$ cat src/rtl/dtt_pkg.sv
package dtt_pkg;
  localparam int unsigned CNT_W     = 5;
  localparam int unsigned WR_MIN    = 5;
  localparam int unsigned WR_MAX    = 16;
  localparam int unsigned W2R_MIN   = 4;
  localparam int unsigned W2R_MAX   = 8;
  localparam int unsigned R2P_MIN   = 4;
  localparam int unsigned R2P_MAX   = 8;
  localparam int unsigned CKE_MIN   = 3;

  typedef logic [CNT_W-1:0] cnt_t;

  // Force a raw count into [lo, hi].
  function automatic cnt_t clamp_cnt(input cnt_t v, input cnt_t lo, input cnt_t hi);
    if (v < lo) return lo;
    if (v > hi) return hi;
    return v;
  endfunction

  // Upper bound of the CKE width: the exit time, never below the minimum.
  function automatic cnt_t cke_ceiling(input cnt_t pd_exit);
    return (pd_exit < cnt_t'(CKE_MIN)) ? cnt_t'(CKE_MIN) : pd_exit;
  endfunction
endpackage

$ cat src/rtl/dtt_limits.sv
module dtt_limits
  import dtt_pkg::*;
(
  input  logic [4:0] cfg_wr_rec,
  input  logic [3:0] cfg_wr2rd,
  input  logic [3:0] cfg_rd2pre,
  input  logic [3:0] cfg_cke_w,
  input  logic [3:0] cfg_pd_exit,
  output cnt_t       lim_wr_rec,
  output cnt_t       lim_wr2rd,
  output cnt_t       lim_rd2pre,
  output cnt_t       lim_cke_w
);
  cnt_t cke_hi;

  always_comb begin
    cke_hi     = cke_ceiling(cnt_t'(cfg_pd_exit));
    lim_wr_rec = clamp_cnt(cnt_t'(cfg_wr_rec), cnt_t'(WR_MIN),  cnt_t'(WR_MAX));
    lim_wr2rd  = clamp_cnt(cnt_t'(cfg_wr2rd),  cnt_t'(W2R_MIN), cnt_t'(W2R_MAX));
    lim_rd2pre = clamp_cnt(cnt_t'(cfg_rd2pre), cnt_t'(R2P_MIN), cnt_t'(R2P_MAX));
    lim_cke_w  = clamp_cnt(cnt_t'(cfg_cke_w),  cnt_t'(CKE_MIN), cke_hi);
  end
endmodule

$ cat src/rtl/dtt_countdown.sv
module dtt_countdown #(
  parameter int unsigned W = 5
) (
  input  logic         clk,
  input  logic         rst_n,
  input  logic         start,
  input  logic [W-1:0] load_val,
  output logic [W-1:0] count,
  output logic         expired
);
  always_ff @(posedge clk or negedge rst_n) begin
    if (!rst_n)              count <= '0;
    else if (start)          count <= load_val;
    else if (count != '0)    count <= count - 1'b1;
  end

  assign expired = (count == '0);
endmodule

$ cat src/rtl/dram_turnaround_timer.sv
module dram_turnaround_timer
  import dtt_pkg::*;
#(
  parameter int unsigned RANKS = 2,
  parameter int unsigned BANKS = 4,
  localparam int unsigned RW = (RANKS > 1) ? $clog2(RANKS) : 1,
  localparam int unsigned BW = (BANKS > 1) ? $clog2(BANKS) : 1,
  localparam int unsigned NB = RANKS * BANKS
) (
  input  logic          clk,
  input  logic          rst_n,
  input  logic [4:0]    cfg_wr_rec,
  input  logic [3:0]    cfg_wr2rd,
  input  logic [3:0]    cfg_rd2pre,
  input  logic [3:0]    cfg_cke_w,
  input  logic [3:0]    cfg_pd_exit,
  input  logic          wr_done,
  input  logic [RW-1:0] wr_rank,
  input  logic [BW-1:0] wr_bank,
  input  logic          rd_cas,
  input  logic [RW-1:0] rd_rank,
  input  logic [BW-1:0] rd_bank,
  input  logic          cke_chg,
  input  logic [RW-1:0] cke_rank,
  output logic [NB-1:0]    pre_ok,
  output logic [RANKS-1:0] rd_ok,
  output logic [RANKS-1:0] cke_ok
);
  // Clamped limits, named for the checker.
  cnt_t lim_wr_rec, lim_wr2rd, lim_rd2pre, lim_cke_w;

  // Decoded event strobes, one per target.
  logic [NB-1:0]    ev_wr_bank;
  logic [NB-1:0]    ev_rd_bank;
  logic [RANKS-1:0] ev_wr_rank;
  logic [RANKS-1:0] ev_cke_rank;

  // Timer expiry per target.
  logic [NB-1:0]    wrrec_done;
  logic [NB-1:0]    rd2pre_done;

  dtt_limits u_lim (
    .cfg_wr_rec (cfg_wr_rec),
    .cfg_wr2rd  (cfg_wr2rd),
    .cfg_rd2pre (cfg_rd2pre),
    .cfg_cke_w  (cfg_cke_w),
    .cfg_pd_exit(cfg_pd_exit),
    .lim_wr_rec (lim_wr_rec),
    .lim_wr2rd  (lim_wr2rd),
    .lim_rd2pre (lim_rd2pre),
    .lim_cke_w  (lim_cke_w)
  );

  for (genvar r = 0; r < RANKS; r++) begin : g_rank
    cnt_t w2r_cnt, cke_cnt;

    assign ev_wr_rank[r]  = wr_done && (wr_rank  == RW'(r));
    assign ev_cke_rank[r] = cke_chg && (cke_rank == RW'(r));

    dtt_countdown #(.W(CNT_W)) u_w2r (
      .clk(clk), .rst_n(rst_n), .start(ev_wr_rank[r]),
      .load_val(lim_wr2rd), .count(w2r_cnt), .expired(rd_ok[r])
    );

    dtt_countdown #(.W(CNT_W)) u_cke (
      .clk(clk), .rst_n(rst_n), .start(ev_cke_rank[r]),
      .load_val(lim_cke_w), .count(cke_cnt), .expired(cke_ok[r])
    );

    for (genvar b = 0; b < BANKS; b++) begin : g_bank
      localparam int unsigned IDX = r * BANKS + b;
      cnt_t wr_cnt, r2p_cnt;

      assign ev_wr_bank[IDX] = ev_wr_rank[r] && (wr_bank == BW'(b));
      assign ev_rd_bank[IDX] = rd_cas && (rd_rank == RW'(r)) && (rd_bank == BW'(b));

      dtt_countdown #(.W(CNT_W)) u_wrrec (
        .clk(clk), .rst_n(rst_n), .start(ev_wr_bank[IDX]),
        .load_val(lim_wr_rec), .count(wr_cnt), .expired(wrrec_done[IDX])
      );

      dtt_countdown #(.W(CNT_W)) u_r2p (
        .clk(clk), .rst_n(rst_n), .start(ev_rd_bank[IDX]),
        .load_val(lim_rd2pre), .count(r2p_cnt), .expired(rd2pre_done[IDX])
      );

      assign pre_ok[IDX] = wrrec_done[IDX] && rd2pre_done[IDX];
    end
  end
endmodule

$ cat config.mk
export PLATFORM = sky130hd
export DESIGN_NAME = dram_turnaround_timer
export DESIGN_NICKNAME = d
export VERILOG_FILES = /design/src/rtl/dtt_pkg.sv /design/src/rtl/dtt_limits.sv /design/src/rtl/dtt_countdown.sv /design/src/rtl/dram_turnaround_timer.sv
export SDC_FILE = /design/constraint.sdc
export NUM_CORES = 1
export LEC_CHECK = 0
export ABC_AREA = 1
export BUFFER_PORTS_ARGS = -buffer_cell sky130_fd_sc_hd__buf_2
export CORE_MARGIN = 3
export CORE_UTILIZATION = 44
export CTS_CLUSTER_DIAMETER = 150
export DETAILED_ROUTE_END_ITERATION = 12
export SETUP_SLACK_MARGIN = 0.05
export SKIP_CTS_REPAIR_TIMING = 1
export SYNTH_ARGS = -nofsm -noshare
export SYNTH_HDL_FRONTEND = slang
export SYNTH_HIERARCHICAL = 1
export SYNTH_SLANG_ARGS = --single-unit
export TNS_END_PERCENT = 20
$ cat constraint.sdc
create_clock -name clk -period 2.6 [get_ports clk]
set_clock_uncertainty 0.05 [all_clocks]
set_input_delay 0.78 -clock clk [delete_from_list [all_inputs] [get_ports clk]]
set_output_delay 0.78 -clock clk [all_outputs]
set_load 0.03 [all_outputs]
==> results of run 1 <==
registers in the layout (all words and copies together), names as in the netlist:
| register | flops |
|---|---|
| g_rank.u_cke/count | 10 |
| g_rank.u_w2r/count | 10 |
| g_rank.g_bank.u_r2p/count | 40 |
| g_rank.g_bank.u_wrrec/count | 40 |
logic make-up (layout without fill, tap and decap cells):
group                      Yosys count  count (layout)
adders and majority gates           24              24
and+or+nand+nor                    490             490
DFF                                100             100
other                                1               3
xor gates and xnor gates            20              20
buffers and inverters              157             223
AOI/OAI and AO/OA                  107             107
stage by stage:
step / setup slack (ns) / instances
2_1_floorplan: 0.4761 / 901
3_3_place_gp: 0.2201 / 1135
3_5_place_dp: 0.1943 / 1135
4_1_cts: 0.09877 / 1151
5_1_grt: 0.0009025 / 1151
6_report: 0.1341 / 1151
worst reg2reg max path, delay by kind of cell (launching register included):
family	cells	cell delay, ns
adders and majority gates	1	0.27
buffers and inverters	2	0.15
DFF	1	0.37
and+or+nand+nor	4	0.32
worst min path at each step:
stage	startpoint	end	slack [ns]
2_1_floorplan	g_rank[0].g_bank[0].u_r2p/count[4]$_DFFE_PN0P_	g_rank[0].g_bank[0].u_r2p/count[4]$_DFFE_PN0P_	0.42
3_3_place_gp	g_rank[1].g_bank[0].u_r2p/count[4]$_DFFE_PN0P_	g_rank[1].g_bank[0].u_r2p/count[4]$_DFFE_PN0P_	0.44
3_5_place_dp	g_rank[0].u_cke/count[4]$_DFFE_PN0P_	g_rank[0].u_cke/count[4]$_DFFE_PN0P_	0.44
4_1_cts	rst_n	g_rank[1].g_bank[1].u_r2p/count[1]$_DFFE_PN0P_	0.29
5_1_grt	rst_n	g_rank[1].g_bank[3].u_r2p/count[1]$_DFFE_PN0P_	0.30
6_report	rst_n	g_rank[1].g_bank[3].u_r2p/count[3]$_DFFE_PN0P_	0.29
cell type report:
| cell class | count | area share |
|---|---|---|
| Clock inverter | 1 | 0.004040 |
| Multi-Input combinational cell | 644 | 0.4722 |
| Sequential cell | 100 | 0.3367 |
| Inverter | 151 | 0.07626 |
| Clock buffer | 15 | 0.03603 |
| Tap cell | 184 | 0.03098 |
| Timing Repair Buffer | 56 | 0.04377 |
power breakdown:
| group | switching [W] | internal [W] |
|---|---|---|
| registers | 0.000612 | 0.00232 |
| clock network | 0.000570 | 0.000801 |
| logic | 0.00233 | 0.00169 |
| total | 0.00352 | 0.00481 |
layout by cell type (no fill, tap or decap):
cell	count
sky130_fd_sc_hd__o21bai_1	2
sky130_fd_sc_hd__clkbuf_8	2
sky130_fd_sc_hd__nand4_2	20
sky130_fd_sc_hd__xnor2_1	20
sky130_fd_sc_hd__inv_2	42
sky130_fd_sc_hd__nand3b_1	20
sky130_fd_sc_hd__nor2_1	45
sky130_fd_sc_hd__nand2_2	24
sky130_fd_sc_hd__buf_4	12
sky130_fd_sc_hd__buf_12	1
sky130_fd_sc_hd__dfrtp_1	100
sky130_fd_sc_hd__inv_1	109
sky130_fd_sc_hd__o21ai_0	40
sky130_fd_sc_hd__nand2_4	1
sky130_fd_sc_hd__bufinv_16	1
sky130_fd_sc_hd__buf_2	43
sky130_fd_sc_hd__nor2_4	20
sky130_fd_sc_hd__nand3_1	25
sky130_fd_sc_hd__conb_1	3
sky130_fd_sc_hd__clkbuf_16	9
sky130_fd_sc_hd__a21oi_1	4
sky130_fd_sc_hd__ha_1	23
sky130_fd_sc_hd__and3_1	2
sky130_fd_sc_hd__clkbuf_1	4
sky130_fd_sc_hd__nand3_2	21
sky130_fd_sc_hd__and3b_1	1
sky130_fd_sc_hd__ha_2	1
sky130_fd_sc_hd__nand2_1	311
sky130_fd_sc_hd__o21ai_1	61
per-layer routing:
metal  GRT usage  wire (um)  part of all wire
met5           0          0                 0
met4     0.04262        113            0.0085
met3     0.03279        330             0.025
met2      0.2734       5866              0.44
met1      0.2490       6953              0.52
==> impl_metrics.toml, run 1 <==
[clock_tree]
cts.root.buffer_cell = "sky130_fd_sc_hd__clkbuf_16"
cts.sinks = 100
cts_buffer_depth = 2
h-tree-depth = 3
clk_pin_slew_ns = 0.07
worst_skew_pair.late_latency_ns = 0.35
tritoncts.num_buffers = 9
tritoncts = "done"

[die]
dieHeight_um = 128.5
initial_utilization = 0.4526
placement_rows = 44
die-area_sq_um = 16510
pin_count = 45
horizontal_die_dimension_um = 128.5
fp.coreArea_sq_um = 14590

[sta]
final_min_period_over_clock_period = 0.9484
hold_viol_final = 0
slew-limit-headroom = 0.6378
rsz0062_at_grt = "yes"
setup_violations = 0
finalHoldWorstSlack_ns = 0.2862
final_max_slew_viol_count = 0
tightest_slew_ns = 0.5413
maxClockFrequency_mhz = 405.5
fin_setup_tns_ns = 0
min_period_ns = 2.466

[worst_setup_path]
capturing_element_of_the_worst_setup_path = "pre_ok[6]"
worstSetupStartpointType = "flip-flop"
crit_cells = 7
top_delay_family_on_crit_path = "buffers and inverters"
critPathMaxStageDelay_ns = 0.37
timing.reg2reg.worst_path_depth = 7
critical_path_cell_list = "inv_1, ha_1, nand3_2, inv_1, nand2_1, inv_1, buf_2"
crit_path_max_fanout = 4
r2r_start = "g_rank[1].g_bank[3].u_wrrec/count[0]$_DFFE_PN0P_"
setup_crit_end_kind = "primary output"
crit_path_start = "g_rank[1].g_bank[2].u_r2p/count[0]$_DFFE_PN0P_"
setup.reg_to_reg.worst_slack_ns = 1.33
critPathSlowestCell = "sky130_fd_sc_hd__dfrtp_1"
critPathRequiredTime_ns = 1.77
crit_top_cell = "sky130_fd_sc_hd__inv_1"
timing.critical_path.arrival_ns = 1.64
cp.buffers_inverters = 4
critical_path.reg2reg.endpoint = "g_rank[1].g_bank[3].u_wrrec/count[3]$_DFFE_PN0P_"
critical_path_class = "flip-flop to primary output"

[logic_synthesis]
main_combinational_cell_family_by_area_after_synthesis = "simple AND/OR/NAND/NOR gates"
yosys_register_bits = 100
synth.area.top_cells = "sky130_fd_sc_hd__dfrtp_1 38%, sky130_fd_sc_hd__nand2_1 18%, sky130_fd_sc_hd__inv_1 6.2%, sky130_fd_sc_hd__o21ai_1 4.6%, sky130_fd_sc_hd__ha_1 4.5%"
synth_top_area_share = 0.3790
yosys.area_share.simple = 0.3756
count_of_different_cell_masters_after_synthesis = 23
synth_area_per_inst_sq_um = 7.344
synthMuxAreaShare = 0
async_reset_ff_frac = 1.000
top_reg_cell_synth = "sky130_fd_sc_hd__dfrtp_1"
synth_sequential_area_ratio = 0.3790
synthesis.yosys.warnings = 6
yosys.area_share.adder = 0.04548
synth_common_cells = "311 x sky130_fd_sc_hd__nand2_1, 109 x sky130_fd_sc_hd__inv_1, 100 x sky130_fd_sc_hd__dfrtp_1"
synthMostInstantiatedCell = "sky130_fd_sc_hd__nand2_1"
synthesis.area_sq_um = 6603
synthXorXnorAreaFrac = 0.02653
post_synth_inst_count = 899
synth_compound_area_frac = 0.08186
synth_enable_flop_cells = 0
synth_top_cell_by_area = "sky130_fd_sc_hd__dfrtp_1"

[global_routing]
grt_max_degree = 44
grt_first_pass_wirelength_um = 23430
grt_pass1_vias = 5037
grt.overflow.total = 0
initial_antenna_violation_count = 0
global_route.usage.total = 0.1738

[detailed_routing]
wl_per_cell_um = 11.52
detailroute.via_count = 5410
first_iter_violations = 238
final_wirelength_um = 13260
total_iterations_of_the_first_detailed_routing_run = 4
drc_errors = 0
routed_via_density = 4.700
antenna_violating_nets_post_route = 0

[cells_and_area]
nNetsFinal = 1019
diodes = 0
count_of_filler_cells_inserted_in_the_layout = 1448
finalCoreUtilization = 0.5094
area_delta_synth_final_pct = 12.56
final_design_area_no_fill_sq_um = 7432
drive_gt1_frac = 0.2037
layout.area.seq_sq_um = 2502
multi_input_comb_area_sq_um = 3510

[pwr]
p_leak_nw = 3.915
power-per-cell-area_nw_per_um2 = 1121
ir_worst_vdd_mv = 0.5557
totalPowerFinal_w = 0.008330

[outcome]
status = "finished, final reports clean"

[placed_design]
post-dp-hpwl_um = 9857
dpl-instance-area_sq_um = 7132
io_buffers = 44
final_weighted_congestion_in_routability_driven_placement = 0.8082

[min_path]
min-delay-path-class = "primary input to async pin"

[flow_run]
cap_viol_max_count = 0
(Power assumes the default switching activity.)
==> run 2, diff against run 1 <==
REMOVE_ABC_BUFFERS = 1   (was not set)
==> impl_metrics.toml, run 2 (synthesis results as in run 1) <==
[global_routing]
initial_antenna_violation_count = 0
global_route.usage.total = 0.1759
grt_max_degree = 39
grt_pass1_vias = 5197
grt.overflow.total = 0
grt_first_pass_wirelength_um = 23670

[cells_and_area]
layout_commonest_cell = "sky130_fd_sc_hd__nand2_1"
diodes = 0
layout.cells.most_common_list = "311 x sky130_fd_sc_hd__nand2_1, 109 x sky130_fd_sc_hd__inv_1, 100 x sky130_fd_sc_hd__dfrtp_1, 61 x sky130_fd_sc_hd__o21ai_1, 45 x sky130_fd_sc_hd__nor2_1"
drive_gt1_frac = 0.2056
nNetsFinal = 1015
finalCoreUtilization = 0.5090
area_delta_synth_final_pct = 12.47
final_design_area_no_fill_sq_um = 7426
top_regs = "g_rank.g_bank.u_r2p/count x40, g_rank.g_bank.u_wrrec/count x40"

[die]
placement_rows = 44
horizontal_die_dimension_um = 128.5
die-area_sq_um = 16510
dieHeight_um = 128.5
initial_utilization = 0.4526
pin_count = 45
fp.coreArea_sq_um = 14590

[worst_setup_path]
r2r_start = "g_rank[1].u_cke/count[0]$_DFFE_PN0P_"
timing.reg2reg.worst_path_depth = 5
top_delay_family_on_crit_path = "buffers and inverters"
critPathRequiredTime_ns = 1.77
worstSetupStartpointType = "flip-flop"
setup.reg_to_reg.worst_slack_ns = 1.32
critPathSlowestCell = "sky130_fd_sc_hd__dfrtp_1"
critPathMaxStageDelay_ns = 0.37
critical_path.reg2reg.endpoint = "g_rank[1].u_cke/count[0]$_DFFE_PN0P_"
crit_top_cell = "sky130_fd_sc_hd__inv_1"
cp.buffers_inverters = 4
setup_crit_end_kind = "primary output"
critical_path_cell_list = "inv_1, ha_1, nand3_2, inv_1, nand2_1, inv_1, buf_2"
crit_path_max_fanout = 4
timing.critical_path.arrival_ns = 1.63
critical_path_class = "flip-flop to primary output"

[detailed_routing]
final_wirelength_um = 13420
drc_errors = 0
detailroute.via_count = 5415
wl_per_cell_um = 11.70
routed_via_density = 4.721
first_iter_violations = 223
antenna_violating_nets_post_route = 0
total_iterations_of_the_first_detailed_routing_run = 4

[clock_tree]
h-tree-depth = 3
clk_pin_slew_ns = 0.07
cts.sinks = 100
tritoncts.num_buffers = 9
cts.root.buffer_cell = "sky130_fd_sc_hd__clkbuf_16"
worst_skew_pair.late_latency_ns = 0.35
tritoncts = "done"
cts_buffer_depth = 2

[placed_design]
final_weighted_congestion_in_routability_driven_placement = 0.7704
dpl-instance-area_sq_um = 7114
post-place-ws_ns = 0.1856
io_buffers = 44
post-dp-hpwl_um = 9921

[sta]
min_period_ns = 2.460
slew-limit-headroom = 0.6425
rsz0062_at_grt = "yes"
hold_viol_final = 0
fin_setup_tns_ns = 0
final_min_period_over_clock_period = 0.9462
tightest_slew_ns = 0.5343
final_critical_path_setup_slack_ns = 0.1400
setup_violations = 0
maxClockFrequency_mhz = 406.5
final_max_slew_viol_count = 0

[flow_run]
cap_viol_max_count = 0

[outcome]
status = "finished, final reports clean"

[min_path]
min-delay-path-class = "primary input to async pin"

[pwr]
ir_worst_vdd_mv = 0.5597
p_leak_nw = 3.900
power-per-cell-area_nw_per_um2 = 1127
-- run 2: cell types whose count changed in the layout (fill, tap and decap cells not counted), sizes merged --
| cell | previous run | this run |
|---|---|---|
| clkinvlp | 0 | 1 |
| buf | 56 | 52 |
| clkbuf | 15 | 12 |
| clkinv | 0 | 2 |
-- run 2: worst max-delay path by stage --
| stage | startpoint | end | slack, ns | cells past startpoint |
|---|---|---|---|---|
| finish | g_rank[0].g_bank[2].u_r2p/count[0]$_DFFE_PN0P_ | pre_ok[2] | 0.14 | 7 |
| floorplan | cfg_pd_exit[3] | g_rank[0].u_cke/count[1]$_DFFE_PN0P_ | 0.48 | 14 |
| global placement | cfg_pd_exit[2] | g_rank[0].u_cke/count[0]$_DFFE_PN0P_ | 0.21 | 15 |
| detailed placement | cfg_pd_exit[2] | g_rank[0].u_cke/count[0]$_DFFE_PN0P_ | 0.19 | 15 |
| CTS | g_rank[1].g_bank[2].u_r2p/count[0]$_DFFE_PN0P_ | pre_ok[6] | 0.10 | 7 |
| global route | g_rank[1].g_bank[1].u_r2p/count[0]$_DFFE_PN0P_ | pre_ok[5] | 0.01 | 7 |
-- run 2: final cells by class --
type                    instances  area (sq um)
clock inverters                 4         47.55
clock buffers                  12         256.5
multi-input cells             644          3515
inverters                     151         566.8
repair buffers                 52         307.8
well taps                     184         230.2
fillers                      1446          7163
flip-flops and latches        100          2502
-- run 2: routing by layer --
metal,global-route usage,routed length [um],share of wire
met4,0.04509,128,0.0095
met1,0.2417,6808,0.51
met3,0.04442,442,0.033
met2,0.2792,6045,0.45
met5,0,0,0
-- run 2: worst register-to-register path: cells and delay by family (launching register included) --
kind,cells,cell delay (ns)
buf+inv,1,0.12
flops,1,0.38
simple gates,2,0.28
compound gates,1,0.06
fa+ha+maj,1,0.28
-- run 2: through the flow --
| step | power, W | hold WS (ns) | instances |
|---|---|---|---|
| final | 0.008369 | 0.3229 | 1147 |
| after global routing | 0.009287 | 0.3411 | 1147 |
| after CTS | 0.008464 | 0.3261 | 1147 |
| after detailed placement | 0.007017 | 0.4378 | 1131 |
| after global placement | 0.006943 | 0.4377 | 1131 |
| after floorplan | 0.006228 | 0.4210 | 895 |
-- run 2: power by group --
part           leakage [nW]  total (W)  switching, W  internal [W]
logic                  2.52    0.00405       0.00235       0.00170
registers              1.23    0.00293      0.000609       0.00232
clock network         0.149    0.00139      0.000594      0.000797
total                  3.90    0.00837       0.00356       0.00481
==> run 3, diff against run 2 <==
HOLD_SLACK_MARGIN = 0.02   (was not set)
SYNTH_HIERARCHICAL = not set   (was 1)
==> impl_metrics.toml, run 3 <==
[sta]
min_period_ns = 2.401
final_min_period_over_clock_period = 0.9234
tightest_slew_ns = 0.8020
hold_viol_final = 0
slew-limit-headroom = 0.4618
fin_setup_tns_ns = 0
rsz0062_at_grt = "yes"
setup_violations = 0
final_max_slew_viol_count = 0
maxClockFrequency_mhz = 416.5

[detailed_routing]
detailroute.via_count = 5050
total_iterations_of_the_first_detailed_routing_run = 6
routed_via_density = 5.195
drc_errors = 0
antenna_violating_nets_post_route = 0
final_wirelength_um = 12700
first_iter_violations = 256
wl_per_cell_um = 13.07

[cells_and_area]
diodes = 0
layout.cells.most_common_list = "155 x sky130_fd_sc_hd__nand2_1, 114 x sky130_fd_sc_hd__inv_1, 100 x sky130_fd_sc_hd__dfrtp_1, 88 x sky130_fd_sc_hd__nor2_1, 44 x sky130_fd_sc_hd__ha_1"
layout_commonest_cell = "sky130_fd_sc_hd__nand2_1"
area_delta_synth_final_pct = 13.95
nNetsFinal = 872
top_regs = "g_rank.g_bank.u_r2p.count x40, g_rank.g_bank.u_wrrec.count x40"
drive_gt1_frac = 0.09500

[global_routing]
grt_pass1_vias = 5022
grt_max_degree = 36
initial_antenna_violation_count = 0
global_route.usage.total = 0.1829
grt_first_pass_wirelength_um = 22150
grt.overflow.total = 0

[clock_tree]
tritoncts.num_buffers = 9
tritoncts = "done"
worst_skew_pair.late_latency_ns = 0.35
h-tree-depth = 3
cts.root.buffer_cell = "sky130_fd_sc_hd__clkbuf_16"
cts_buffer_depth = 2
clk_pin_slew_ns = 0.07
cts.sinks = 100

[pwr]
ir_worst_vdd_mv = 0.6451
netSwitchingFraction = 0.3881
total_switching_power_w = 0.003030
cell_internal_pwr_w = 0.004779
totalPowerFinal_w = 0.007809
pwr-share-clk = 0.184
power.sequential.fraction = 0.377
combPwrFrac = 0.440
power-per-cell-area_nw_per_um2 = 1154
p_leak_nw = 3.463

[die]
horizontal_die_dimension_um = 122.2
placement_rows = 41
die-area_sq_um = 14920
initial_utilization = 0.4593
dieHeight_um = 122.2
pin_count = 45
fp.coreArea_sq_um = 12930

[placed_design]
final_weighted_congestion_in_routability_driven_placement = 0.8172
post-dp-hpwl_um = 9662
io_buffers = 44

[logic_synthesis]
synth_area_per_inst_sq_um = 8.077
synth_common_cells = "155 x sky130_fd_sc_hd__nand2_1, 114 x sky130_fd_sc_hd__inv_1, 100 x sky130_fd_sc_hd__dfrtp_1"
synthesis.yosys.warnings = 0
synth_enable_flop_cells = 0
synth_top_area_share = 0.4215
top_reg_cell_synth = "sky130_fd_sc_hd__dfrtp_1"
synth_top_cell_by_area = "sky130_fd_sc_hd__dfrtp_1"
count_of_different_cell_masters_after_synthesis = 27
synthesis.area_sq_um = 5937
post_synth_inst_count = 735
yosys_register_bits = 100
synthMostInstantiatedCell = "sky130_fd_sc_hd__nand2_1"
synth.area.top_cells = "sky130_fd_sc_hd__dfrtp_1 42%, sky130_fd_sc_hd__nand2_1 9.8%, sky130_fd_sc_hd__ha_1 9.3%, sky130_fd_sc_hd__inv_1 7.2%, sky130_fd_sc_hd__nor2_1 5.6%"
synth_sequential_area_ratio = 0.4215
async_reset_ff_frac = 1.000

[worst_setup_path]
critPathRequiredTime_ns = 1.77
timing.critical_path.arrival_ns = 1.57
critical_path_class = "flip-flop to primary output"
crit_path_max_fanout = 3
r2r_start = "g_rank[0].g_bank[3].u_r2p.count[0]$_DFFE_PN0P_"
crit_path_start = "g_rank[0].g_bank[3].u_r2p.count[0]$_DFFE_PN0P_"
worstSetupStartpointType = "flip-flop"
setup_crit_end_kind = "primary output"

[min_path]
min-delay-path-class = "primary input to async pin"

[flow_run]
cap_viol_max_count = 0

[outcome]
status = "finished, final reports clean"
run 3: cell types whose count changed after synthesis, sizes merged, moves of 18 or more:
cell    before  now
nand3       46   26
nor2        65   89
ha          24   44
o22ai        0   26
inv        151  114
nor3         0   18
o21ai      101   27
o211ai       0   19
xor2         0   25
nand2      336  155
run 3: final cells by class:
| type | instances | area [sq um] |
|---|---|---|
| Multi-Input combinational cell | 514 | 2972 |
| Sequential cell | 100 | 2502 |
| Clock buffer | 11 | 242.7 |
| Tap cell | 172 | 215.2 |
| Fill cell | 1237 | 6162 |
| Timing Repair Buffer | 56 | 330.3 |
| Inverter | 114 | 427.9 |
| Clock inverter | 5 | 75.07 |
run 3: per-stage QoR:
| stage | util | instance area (sq um) | hold slack (ns) | setup WS, ns | cells |
|---|---|---|---|---|---|
| CTS | 0.5224 | 6753 | 0.3518 | 0.1037 | 972 |
| detailed placement | 0.4978 | 6435 | 0.4207 | 0.3390 | 956 |
| floorplan | - | 5894 | 0.3941 | 0.4036 | 728 |
| global route | 0.5233 | 6765 | 0.3677 | 0.04936 | 972 |
| global placement | 0.4978 | 6435 | 0.4126 | 0.3995 | 956 |
| finish | 0.5233 | 6765 | 0.3378 | 0.1991 | 972 |
run 3: path summary, 6_finish.rpt:
kind	endpoint	slack [ns]	cells past startpoint
min in group clk	g_rank[1].g_bank[3].u_r2p.count[0]$_DFFE_PN0P_	0.43	1
max in group asynchronous	g_rank[0].g_bank[3].u_wrrec.count[3]$_DFFE_PN0P_	1.48	2
hold reg to reg	g_rank[1].g_bank[3].u_r2p.count[0]$_DFFE_PN0P_	0.43	1
hold / removal	g_rank[0].g_bank[1].u_r2p.count[3]$_DFFE_PN0P_	0.34	1
setup reg to reg	g_rank[0].g_bank[3].u_r2p.count[3]$_DFFE_PN0P_	1.06	8
setup / recovery	pre_ok[3]	0.20	7
run 3: cells by family (layout without fill, tap and decap cells):
group / after synthesis / after routing / share of synthesized area
buffers and inverters: 121 / 186 / 0.07924
adder cells (fa/ha/maj): 44 / 44 / 0.09273
AND/OR/NAND/NOR: 311 / 311 / 0.2181
AO/OA/AOI/OAI: 114 / 114 / 0.1220
flip-flops: 100 / 100 / 0.4215
XOR/XNOR: 45 / 45 / 0.06639
run 3: per-layer routing:
| metal | GRT usage | share of wire | up-vias |
|---|---|---|---|
| met5 | 0 | 0 | - |
| met4 | 0.04549 | 0.012 | 0 |
| met3 | 0.04039 | 0.040 | 12 |
| met2 | 0.3146 | 0.49 | 97 |
| met1 | 0.2347 | 0.46 | 2423 |
| li1 | - | - | 2518 |
run 3: power by group through the flow:
| stage | combinational [W] | clock [W] | sequential, W |
|---|---|---|---|
| final | 0.00343 | 0.00144 | 0.00294 |
| after global routing | 0.00400 | 0.00154 | 0.00305 |
| after CTS | 0.00346 | 0.00148 | 0.00294 |
| after detailed placement | 0.00342 | 0 | 0.00296 |
| after global placement | 0.00328 | 0 | 0.00294 |
| after floorplan | 0.00276 | 0 | 0.00283 |
run 3: worst max-delay path, stage by stage, from the launching register on:
cell and delay [ns]:
sky130_fd_sc_hd__dfrtp_1 0.39, sky130_fd_sc_hd__inv_1 0.10, sky130_fd_sc_hd__ha_1 0.15, sky130_fd_sc_hd__nand2_1 0.08, sky130_fd_sc_hd__nor2_4 0.13, sky130_fd_sc_hd__inv_1 0.07
sky130_fd_sc_hd__nor2_1 0.09, sky130_fd_sc_hd__clkbuf_4 0.19
